<file path="config.mk">
export PLATFORM = sky130hd
export DESIGN_NAME = frt_timer
export DESIGN_NICKNAME = d
export VERILOG_FILES = /design/src/rtl/frt_pkg.sv /design/src/rtl/frt_edge_sync.sv /design/src/rtl/frt_tick_sel.sv /design/src/rtl/frt_byte_bridge.sv /design/src/rtl/frt_flags.sv /design/src/rtl/frt_timer.sv
export SDC_FILE = /design/constraint.sdc
export NUM_CORES = 1
export LEC_CHECK = 0
export ABC_AREA = 0
export BUFFER_PORTS_ARGS = -buffer_cell sky130_fd_sc_hd__buf_2
export CORE_UTILIZATION = 44
export CTS_BUF_LIST = sky130_fd_sc_hd__clkbuf_4 sky130_fd_sc_hd__clkbuf_8
export CTS_CLUSTER_DIAMETER = 100
export DETAILED_ROUTE_END_ITERATION = 7
export SLEW_MARGIN = 20
export SYNTH_ARGS = -nofsm -noshare
export SYNTH_HDL_FRONTEND = slang
export SYNTH_HIERARCHICAL = 1
export SYNTH_SLANG_ARGS = --single-unit
</file>
<file path="constraint.sdc">
create_clock -name clk_i -period 6.1 [get_ports clk_i]
set_input_delay 1.83 -clock clk_i [delete_from_list [all_inputs] [get_ports clk_i]]
set_output_delay 1.83 -clock clk_i [all_outputs]
set_load 0.005 [all_outputs]
</file>
<file path="src/rtl/frt_pkg.sv">
`timescale 1ns/1ps
package frt_pkg;
  typedef enum logic [2:0] {
    RA_CNT_HI = 3'd0,
    RA_CNT_LO = 3'd1,
    RA_CMPA_HI = 3'd2,
    RA_CMPA_LO = 3'd3,
    RA_CMPB_HI = 3'd4,
    RA_CMPB_LO = 3'd5,
    RA_CTRL = 3'd6,
    RA_STAT = 3'd7
  } reg_addr_e;

  localparam int CTRL_W = 4;
  localparam int CT_CLR = 2;
  localparam int CT_OVIE = 3;
  localparam int N_FLAGS = 3;
  localparam int ST_MA = 0;
  localparam int ST_MB = 1;
  localparam int ST_OV = 2;
endpackage

</file>
<file path="src/rtl/frt_edge_sync.sv">
`timescale 1ns/1ps
module frt_edge_sync #(
  parameter int STAGES = 2
) (
  input  logic clk_i,
  input  logic rst_ni,
  input  logic async_i,
  output logic rise_o
);
  logic [STAGES:0] sh_q;

  always_ff @(posedge clk_i or negedge rst_ni) begin
    if (!rst_ni) sh_q <= '0;
    else         sh_q <= {sh_q[STAGES-1:0], async_i};
  end

  // the last stage is the delayed copy used for edge detection
  assign rise_o = sh_q[STAGES-1] & ~sh_q[STAGES];

  a_r3_single_pulse: assert property (@(posedge clk_i) disable iff (!rst_ni)
    rise_o |=> !rise_o) else $error("R3: edge pulse longer than one cycle");
endmodule

</file>
<file path="src/rtl/frt_tick_sel.sv">
`timescale 1ns/1ps
module frt_tick_sel #(
  parameter int N_INT = 3,
  parameter int SEL_W = 2
) (
  input  logic [SEL_W-1:0] sel_i,
  input  logic [N_INT-1:0] tick_i,
  input  logic             ext_rise_i,
  output logic             cnt_en_o
);
  always_comb begin
    cnt_en_o = 1'b0;
    for (int i = 0; i < N_INT; i++) begin
      if (int'(sel_i) == i) cnt_en_o = tick_i[i];
    end
    if (int'(sel_i) >= N_INT) cnt_en_o = ext_rise_i;
  end
endmodule

</file>
<file path="src/rtl/frt_byte_bridge.sv">
`timescale 1ns/1ps
module frt_byte_bridge #(
  parameter int BUS_W = 8
) (
  input  logic             clk_i,
  input  logic             rst_ni,
  input  logic             rd_hi_i,
  input  logic             wr_hi_i,
  input  logic [BUS_W-1:0] lo_snap_i,
  input  logic [BUS_W-1:0] wdata_i,
  output logic [BUS_W-1:0] temp_o
);
  always_ff @(posedge clk_i or negedge rst_ni) begin
    if (!rst_ni)      temp_o <= '0;
    else if (rd_hi_i) temp_o <= lo_snap_i;
    else if (wr_hi_i) temp_o <= wdata_i;
  end

  a_r4_temp_holds: assert property (@(posedge clk_i) disable iff (!rst_ni)
    (!rd_hi_i && !wr_hi_i) |=> $stable(temp_o)) else $error("R4: holding byte moved");
endmodule

</file>
<file path="src/rtl/frt_flags.sv">
`timescale 1ns/1ps
module frt_flags #(
  parameter int N = 3
) (
  input  logic         clk_i,
  input  logic         rst_ni,
  input  logic [N-1:0] set_i,
  input  logic         rd_i,
  input  logic         wr_i,
  input  logic [N-1:0] wdata_i,
  output logic [N-1:0] flag_o
);
  logic [N-1:0] arm_q;

  always_ff @(posedge clk_i or negedge rst_ni) begin
    if (!rst_ni) begin
      flag_o <= '0;
      arm_q  <= '0;
    end else if (wr_i) begin
      // only bits seen as 1 and written 0 drop; a new set wins
      flag_o <= (flag_o & ~(arm_q & ~wdata_i)) | set_i;
      arm_q  <= '0;
    end else begin
      flag_o <= flag_o | set_i;
      if (rd_i) arm_q <= arm_q | flag_o;
    end
  end

  a_r10_unarmed_kept: assert property (@(posedge clk_i) disable iff (!rst_ni)
    (|(flag_o & ~arm_q)) |=> ((flag_o & $past(flag_o & ~arm_q)) == $past(flag_o & ~arm_q)))
    else $error("R10: flag cleared without a prior read");
endmodule

</file>
<file path="src/rtl/frt_timer.sv">
`timescale 1ns/1ps
module frt_timer
  import frt_pkg::*;
#(
  parameter int BUS_W = 8,
  parameter int N_TICKS = 3,
  parameter int SYNC_STAGES = 2
) (
  input  logic               clk_i,
  input  logic               rst_ni,
  input  logic               standby_i,
  input  logic [N_TICKS-1:0] tick_i,
  input  logic               ext_clk_i,
  input  logic [2:0]         bus_addr_i,
  input  logic               bus_rd_i,
  input  logic               bus_wr_i,
  input  logic [BUS_W-1:0]   bus_wdata_i,
  output logic [BUS_W-1:0]   bus_rdata_o,
  output logic               irq_o
);
  localparam int CNT_W = 2 * BUS_W;
  localparam int SEL_W = 2;

  logic [CNT_W-1:0]  cnt_q, cnt_d, cmpa_q, cmpb_q;
  logic [CTRL_W-1:0] ctrl_q;
  logic [N_FLAGS-1:0] flags, flag_set;
  logic [BUS_W-1:0]  temp, lo_snap;
  logic ext_rise, cnt_en, rd_hi, wr_hi;
  logic wr_cnt, wr_a, wr_b, wr_ctrl, wr_stat, rd_stat;
  logic match_a, match_b, clr_hit, ovf_set;
  reg_addr_e addr;

  assign addr = reg_addr_e'(bus_addr_i);

  // ---------------- count source ----------------
  frt_edge_sync #(.STAGES(SYNC_STAGES)) u_sync (
    .clk_i(clk_i), .rst_ni(rst_ni), .async_i(ext_clk_i), .rise_o(ext_rise)
  );

  frt_tick_sel #(.N_INT(N_TICKS), .SEL_W(SEL_W)) u_sel (
    .sel_i(ctrl_q[SEL_W-1:0]), .tick_i(tick_i), .ext_rise_i(ext_rise), .cnt_en_o(cnt_en)
  );

  // ---------------- bus decode ----------------
  assign rd_hi = bus_rd_i && (addr == RA_CNT_HI || addr == RA_CMPA_HI || addr == RA_CMPB_HI);
  assign wr_hi = bus_wr_i && (addr == RA_CNT_HI || addr == RA_CMPA_HI || addr == RA_CMPB_HI);
  assign wr_cnt  = bus_wr_i && (addr == RA_CNT_LO);
  assign wr_a    = bus_wr_i && (addr == RA_CMPA_LO);
  assign wr_b    = bus_wr_i && (addr == RA_CMPB_LO);
  assign wr_ctrl = bus_wr_i && (addr == RA_CTRL);
  assign wr_stat = bus_wr_i && (addr == RA_STAT);
  assign rd_stat = bus_rd_i && (addr == RA_STAT);

  always_comb begin
    case (addr)
      RA_CMPA_HI: lo_snap = cmpa_q[BUS_W-1:0];
      RA_CMPB_HI: lo_snap = cmpb_q[BUS_W-1:0];
      default:    lo_snap = cnt_q[BUS_W-1:0];
    endcase
  end

  frt_byte_bridge #(.BUS_W(BUS_W)) u_bridge (
    .clk_i(clk_i), .rst_ni(rst_ni), .rd_hi_i(rd_hi), .wr_hi_i(wr_hi),
    .lo_snap_i(lo_snap), .wdata_i(bus_wdata_i), .temp_o(temp)
  );

  always_comb begin
    case (addr)
      RA_CNT_HI:  bus_rdata_o = cnt_q[CNT_W-1:BUS_W];
      RA_CMPA_HI: bus_rdata_o = cmpa_q[CNT_W-1:BUS_W];
      RA_CMPB_HI: bus_rdata_o = cmpb_q[CNT_W-1:BUS_W];
      RA_CTRL:    bus_rdata_o = {{(BUS_W-CTRL_W){1'b0}}, ctrl_q};
      RA_STAT:    bus_rdata_o = {{(BUS_W-N_FLAGS){1'b0}}, flags};
      default:    bus_rdata_o = temp;
    endcase
  end

  // ---------------- counter ----------------
  assign match_a = (cnt_q == cmpa_q);
  assign match_b = (cnt_q == cmpb_q);
  assign clr_hit = ctrl_q[CT_CLR] && match_a;
  assign ovf_set = !standby_i && !wr_cnt && cnt_en && !clr_hit && (&cnt_q);

  always_comb begin
    if (standby_i)   cnt_d = '0;
    else if (wr_cnt) cnt_d = {temp, bus_wdata_i};
    else if (cnt_en) cnt_d = clr_hit ? '0 : cnt_q + 1'b1;
    else             cnt_d = cnt_q;
  end

  always_ff @(posedge clk_i or negedge rst_ni) begin
    if (!rst_ni) begin
      cnt_q  <= '0;
      cmpa_q <= '1;
      cmpb_q <= '1;
      ctrl_q <= '0;
    end else begin
      cnt_q <= cnt_d;
      if (wr_a)    cmpa_q <= {temp, bus_wdata_i};
      if (wr_b)    cmpb_q <= {temp, bus_wdata_i};
      if (wr_ctrl) ctrl_q <= bus_wdata_i[CTRL_W-1:0];
    end
  end

  // ---------------- status ----------------
  always_comb begin
    flag_set        = '0;
    flag_set[ST_MA] = match_a;
    flag_set[ST_MB] = match_b;
    flag_set[ST_OV] = ovf_set;
  end

  frt_flags #(.N(N_FLAGS)) u_flags (
    .clk_i(clk_i), .rst_ni(rst_ni), .set_i(flag_set), .rd_i(rd_stat),
    .wr_i(wr_stat), .wdata_i(bus_wdata_i[N_FLAGS-1:0]), .flag_o(flags)
  );

  assign irq_o = flags[ST_OV] & ctrl_q[CT_OVIE];

  // ---------------- assertions ----------------
  a_r11_standby_zero: assert property (@(posedge clk_i) disable iff (!rst_ni)
    standby_i |=> (cnt_q == '0)) else $error("R11: count not held at zero");

  a_r2_step: assert property (@(posedge clk_i) disable iff (!rst_ni)
    (!standby_i && !wr_cnt && cnt_en && !clr_hit) |=> (cnt_q == $past(cnt_q) + 1'b1))
    else $error("R2: count did not step by one");

  a_r7_clear_on_a: assert property (@(posedge clk_i) disable iff (!rst_ni)
    (!standby_i && !wr_cnt && cnt_en && clr_hit) |=> (cnt_q == '0))
    else $error("R7: compare A hit did not clear");

  a_r8_wrap_sets_ovf: assert property (@(posedge clk_i) disable iff (!rst_ni)
    (!standby_i && !wr_cnt && cnt_en && !clr_hit && (&cnt_q)) |=> flags[ST_OV])
    else $error("R8: wrap without overflow flag");

  a_r6_match_a: assert property (@(posedge clk_i) disable iff (!rst_ni)
    (cnt_q == cmpa_q) |=> flags[ST_MA]) else $error("R6: match A flag missing");

  a_r6_match_b: assert property (@(posedge clk_i) disable iff (!rst_ni)
    (cnt_q == cmpb_q) |=> flags[ST_MB]) else $error("R6: match B flag missing");

  a_r5_hi_write_keeps_a: assert property (@(posedge clk_i) disable iff (!rst_ni)
    (bus_wr_i && addr == RA_CMPA_HI) |=> $stable(cmpa_q))
    else $error("R5: high write changed compare A");
endmodule

</file>
## After elaboration in Yosys (flattened, before gate mapping)

Index checks and enable logic that the tools add are counted.
Widths: inputs -> output; s select.

| storage, ports and cells | value |
|---|---|
| register bits | 69 |
| latch bits | 0 |
| bits in writable memories | 0 |
| memory bits (read-only) | 0 |
| bits of input ports | 20 |
| output and inout port bits | 9 |
| logic and storage cells | 70 |
| memories | 0 |

| cells by class | value |
|---|---|
| $add $sub $neg | 1 |
| $mul | 0 |
| div/mod/pow operators | 0 |
| order comparisons | 1 |
| equality and inequality tests | 11 |
| shift-type cells | 0 |
| mux-type cells | 15 |
| bitwise operators | 10 |
| reductions and logical operators | 24 |

Operator list:

| operator | number |
|---|---|
| $mux 16 | 4 |
| $pmux 8 s5 | 1 |
| $eq 16x16->1 | 2 |
| $add 16x1->16 const B | 1 |
| $mux 8 | 2 |
| $pmux 8 s2 | 1 |
| $reduce_and 16->1 | 1 |
| $logic_and 1x1->1 | 13 |
| $eq 3x3->1 const B | 4 |
| $mux 3 | 3 |
| $or 3x3->3 | 3 |
| $and 3x3->3 | 2 |
| $eq 3x2->1 const B | 2 |
| $not 3->3 | 2 |
| $eq 2x2->1 const B | 2 |
| $mux 1 | 4 |
| $reduce_bool 2->1 | 2 |
| $eq 3x1->1 const B | 1 |
| $logic_not 1->1 | 3 |
| $logic_not 3->1 | 1 |
| $reduce_bool 3->1 | 1 |
| $and 1x1->1 | 2 |
| $ge 2x2->1 const B | 1 |
| $logic_not 2->1 | 1 |
| other kinds (2) | 3 |

## Depth between registers and ports, before layout

| depth | value |
|---|---|
| depth after elaboration | 10 |
| depth in mapped cells | 8 |
| mapped depth without buffers | 7 |

## Modules after synthesis

Netlist, hierarchy kept.

By module, submodules not included:

| module | times used | cells each | area an instance (µm²) | sequential area each (µm²) |
|---|---|---|---|---|
| frt_timer | 1 | 352 | 3559.7 | 1341.3 |
| frt_byte_bridge | 1 | 34 | 372.9 | 200.2 |
| frt_flags | 1 | 21 | 217.7 | 150.1 |
| frt_edge_sync | 1 | 4 | 88.8 | 75.1 |
| frt_tick_sel | 1 | 1 | 22.5 | 0.0 |

## Worst setup path after synthesis

OpenSTA, ideal clock, no wires.

| timing | value |
|---|---|
| path type | in2out |
| start | input port bus_addr_i[2] |
| end | output port bus_rdata_o[0] |
| arrival | 2.763 ns |
| data required time | 4.270 ns |
| setup slack | 1.507 ns |
| stages on the path | 5 |
| path buffers | 2 |
| cell sequence | buf_2 clkbuf_1 nand2_1 a221oi_1 a21oi_1 |

| between the ends | value |
|---|---|
| longest elaborated chain between the ends | 2 |
| elaborated cells on any way between the ends | 6 |
| those cells by class | eq/ne (4); mux (1); reduce/logical (1) |

RTL lines:

| what | RTL line | source |
|---|---|---|
| start: declaration | frt_timer.sv:14 | `input logic [2:0] bus_addr_i,` |
| $eq 3x3->1, or another cell as far along | frt_timer.sv:68 | `case (addr)` |
| $pmux 8 s5 * | frt_timer.sv:68 |  |
| end: declaration | frt_timer.sv:18 | `output logic [BUS_W-1:0] bus_rdata_o,` |

Every way passes the cells marked *; elsewhere a longest branch is shown, timed or not.

## Final worst setup path

| timing | value |
|---|---|
| start | input port bus_addr_i[0] |
| end | output port bus_rdata_o[2] |

Same word-level chain as after synthesis.

==> out/qor_table.md <==
| Parameter | This run |
|:---|:---|
| Outcome | finished, final reports clean |
| Clock transition at path regs | 60 ps |
| Post-CTS repair timing setup buffer count | 0 |
| Leading post-synthesis cells by instance count | 37 x dfrtp_1, 37 x mux2_2, 34 x a21oi_1 |
| Worst IR drop on VDD | 0.000198 V |
| Headroom to the max-slew limit | 0.287 |
| Cell count after placement | 538 |
| Non-filler cells, final | 554 |
| Via count of the first global-routing pass | 3,205 |
| Final design area excluding fillers | 0.00453 mm2 |
| Detailed-routing iteration count for the pre-antenna-repair pass | 5 |
| Final cycle utilization of the critical path | 0.857 |
| Slew at the pin closest to its max-slew limit | 1060 ps |
| Tot GR Track Use | 0.241 |
| Initial antenna violation count | 0 |
| Later-pin clock latency in the skew report | 360 ps |
| Yosys top cell area share | 0.217 |
| Clock buffers created by TritonCTS | 9 |
| Total number of clock tree sinks | 69 |
| Relative area change from synthesis to final layout | 6.34% |
| GRT Max-Usage Layer | met1 |
| Top-level port count | 29 |
| Initial detailed-routing violation count | 303 |
| CP Capture Type | output pin |
| Most instantiated flip-flop cell in the synthesis netlist | dfrtp_1 |
| Fraction of layout cells with a size suffix above 1 | 0.332 |
| Cell chain of the critical path | buf_2 > inv_2 > nand2_1 > nor2_1 > a221oi_1 > a21oi_1 > buf_2 |
| Number of flops mapped to enable cells by yosys | 0 |
| Die Y | 100 um |
| Wire length of the first global-routing pass | 17.9 mm |
| Starting density of the core | 0.457 |
| Dominant cell type by area after synthesis | dfrtp_1 |
| Remaining routing DRC violations | 0 |
| Number of placement rows | 35 |
| Post-detailed-placement half-perimeter wirelength | 7.89 mm |
| Hold Violations, Final | 0 |
| Max-slew violation count | 0 |
| Power per standard cell area | 311 mW/mm2 |
| End-of-flow core utilization | 0.486 |
| Seq pwr share | 0.500 |
| GR met1 Demand/Resource | 0.354 |
| Die width | 100 um |
| Number of unique standard cell types used by synthesis | 50 |
| Async SR Flop Fraction | 1.00 |
| Placer's final routability congestion estimate | 0.850 |
| Maximum capacitance violations | 0 |
| Clock tree from TritonCTS | built |
| Yosys reg bits | 69 |
| Number of nets in the final layout | 441 |
| Cell repeated most along the worst path | buf_2 |
| Clock period minus worst slack | 5230 ps |
| Seq/Total Area, Yosys | 0.415 |
| Count of input and output buffers | 28 |
| Sw Share | 0.305 |
| Kind of path behind the tightest hold check | reg -> reg |
| Hold-fix buffers at CTS | 0 |
| Fmax | 0.191 GHz |
| Clock Skew | 16.5 ps |
| Worst EP required | 4270 ps |
| Worst setup path class | in -> out |
| Fraction of power consumed by the clock network | 0.281 |
| Met3 Track Usage GR | 0.0522 |
| Total inserted antenna cells | 0 |
| Final setup violating endpoints | 0 |
| Switching pwr | 0.000430 W |
| Full die area | 0.0101 mm2 |
| Mapped Avg Cell Area | 10.3 um2 |
| GRT Residual Overflow | 0 |
| Total Power | 0.00141 W |
| Top Family by Delay on Critical Path | buffers and inverters |
| Post_cts resized | 0 |
| Delay of the slowest critical-path stage | 330 ps |
| Per-cell routed wire length | 20.1 um |
| Root cell of the clock tree | clkbuf_8 |
| Standard cell area after detailed placement | 0.00432 mm2 |
| Floorplan core area | 0.00933 mm2 |
| Slowest library cell on the worst path | buf_2 |
| RSZ-0062 raised after global routing | no |
| Number of buffers on the longest clock path | 2 |
| Syn Nets | 433 |
| Total via count after detailed routing | 3,284 |
| Setup TNS | 0 ps |
| Cell internal pwr | 0.000978 W |
| Top cells by area, synth | dfrtp_1 22%, dfstp_2 20%, mux2_2 9.8% |
| Static leakage | 1.81 nW |
| Antenna violation net count after detailed routing | 0 |
| Met2 layer usage reported by global route | 0.352 |
| Buf+Inv Stages, Crit Path | 3 |
| Post-Route WL | 11.1 mm |
| Critical path launch point type | input port |
| Number of standard cells after synthesis | 412 |
| Critical Path Fanout Max | 22 |
| Post-detailed-route via-to-cell ratio | 5.93 |
| Reg-to-reg setup timing slack | 3470 ps |
| Signal arrival time at the worst endpoint | 3400 ps |
| Number of warnings reported in the yosys synthesis log | 6 |
| Maximum number of pins on one net before global-route repair | 42 |
| Count of H-tree levels built during CTS | 3 |
| Cell area after technology mapping | 0.00426 mm2 |
| Part of the power in combinational logic | 0.220 |
-- routing by layer --
layer | vias up | wire length, um | part of all wire
met2 | 150 | 4970 | 0.45
met1 | 1613 | 5150 | 0.46
li1 | 1507 | - | -
met5 | - | 0 | 0
met3 | 14 | 882 | 0.079
met4 | 0 | 146 | 0.013
-- stage by stage --
| stage | setup WS, ps | hold WS [ps] |
|---|---|---|
| global placement | 937 | 334 |
| global route | 733 | 373 |
| detailed placement | 900 | 339 |
| floorplan | 1510 | 331 |
| finish | 870 | 350 |
| CTS | 898 | 354 |
-- registers in the layout, summed over array words and instances, names as in the netlist --
name             cells
cnt_q               16
cmpb_q              16
u_flags/flag_o       3
cmpa_q              16
u_sync/sh_q          3
u_bridge/temp_o      8
u_flags/arm_q        3
ctrl_q               4
-- path summary, 6_finish.rpt --
| path | depth (start not counted) | start | endpoint |
|---|---|---|---|
| max in group asynchronous | 2 | rst_ni | cmpa_q[7] |
| max reg2reg | 6 | cnt_q[9] | cnt_q[9] |
| min | 0 | u_sync/sh_q[0] | u_sync/sh_q[1] |
| min reg2reg | 0 | u_sync/sh_q[0] | u_sync/sh_q[1] |
| max | 7 | bus_addr_i[0] | bus_rdata_o[2] |
| min in group asynchronous | 1 | rst_ni | u_flags/arm_q[0] |
-- power groups by stage --
stage / registers, W / clock network, W / logic, W
2_1_floorplan: 0.000657 / 0 / 0.000256
3_3_place_gp: 0.000708 / 0 / 0.000300
3_5_place_dp: 0.000708 / 0 / 0.000307
4_1_cts: 0.000701 / 0.000403 / 0.000308
5_1_grt: 0.000717 / 0.000426 / 0.000340
6_report: 0.000704 / 0.000395 / 0.000309
-- worst register-to-register path, delay by kind of cell, from the launching register on --
kind | cells | cell delay (ps)
AO/OA/AOI/OAI | 2 | 760
XOR/XNOR | 1 | 250
buffers and inverters | 1 | 320
flip-flops | 1 | 520
AND/OR/NAND/NOR | 2 | 640
-- kinds of logic after synthesis --
kind of cell	share of synthesized area
buffers and inverters	0.0710
and+or+nand+nor	0.134
DFF	0.415
xor gates and xnor gates	0.0978
muxes	0.129
AOI/OAI and AO/OA	0.151
adders and majority gates	0.00294
-- layout make-up --
class,instances,area (um2)
Clock buffer,15,181
Inverter,6,22.5
Sequential cell,69,1770
Clock inverter,1,30.0
Fill cell,883,4800
Timing Repair Buffer,33,178
Tap cell,129,161
Multi-Input combinational cell,301,2190
-- cell usage in the layout, fill, tap and decap left out, types with 4 or more instances in the layout --
cell type  count
mux2_2        37
dfrtp_1       37
a21oi_1       34
dfstp_2       32
nand2_1       30
buf_2         28
nor2_1        24
xnor2_1       22
xor2_1        20
o22ai_1       17
nand4_1       13
mux2i_1       11
clkbuf_8      11
nor3_1        10
o21ai_2       10
o22a_1         8
nand3_1        8
o21ai_1        8
a221oi_1       6
o21ai_0        5
buf_4          5
and3_1         4
inv_1          4
clkbuf_4       4
Power figures use the tool's default switching activity.
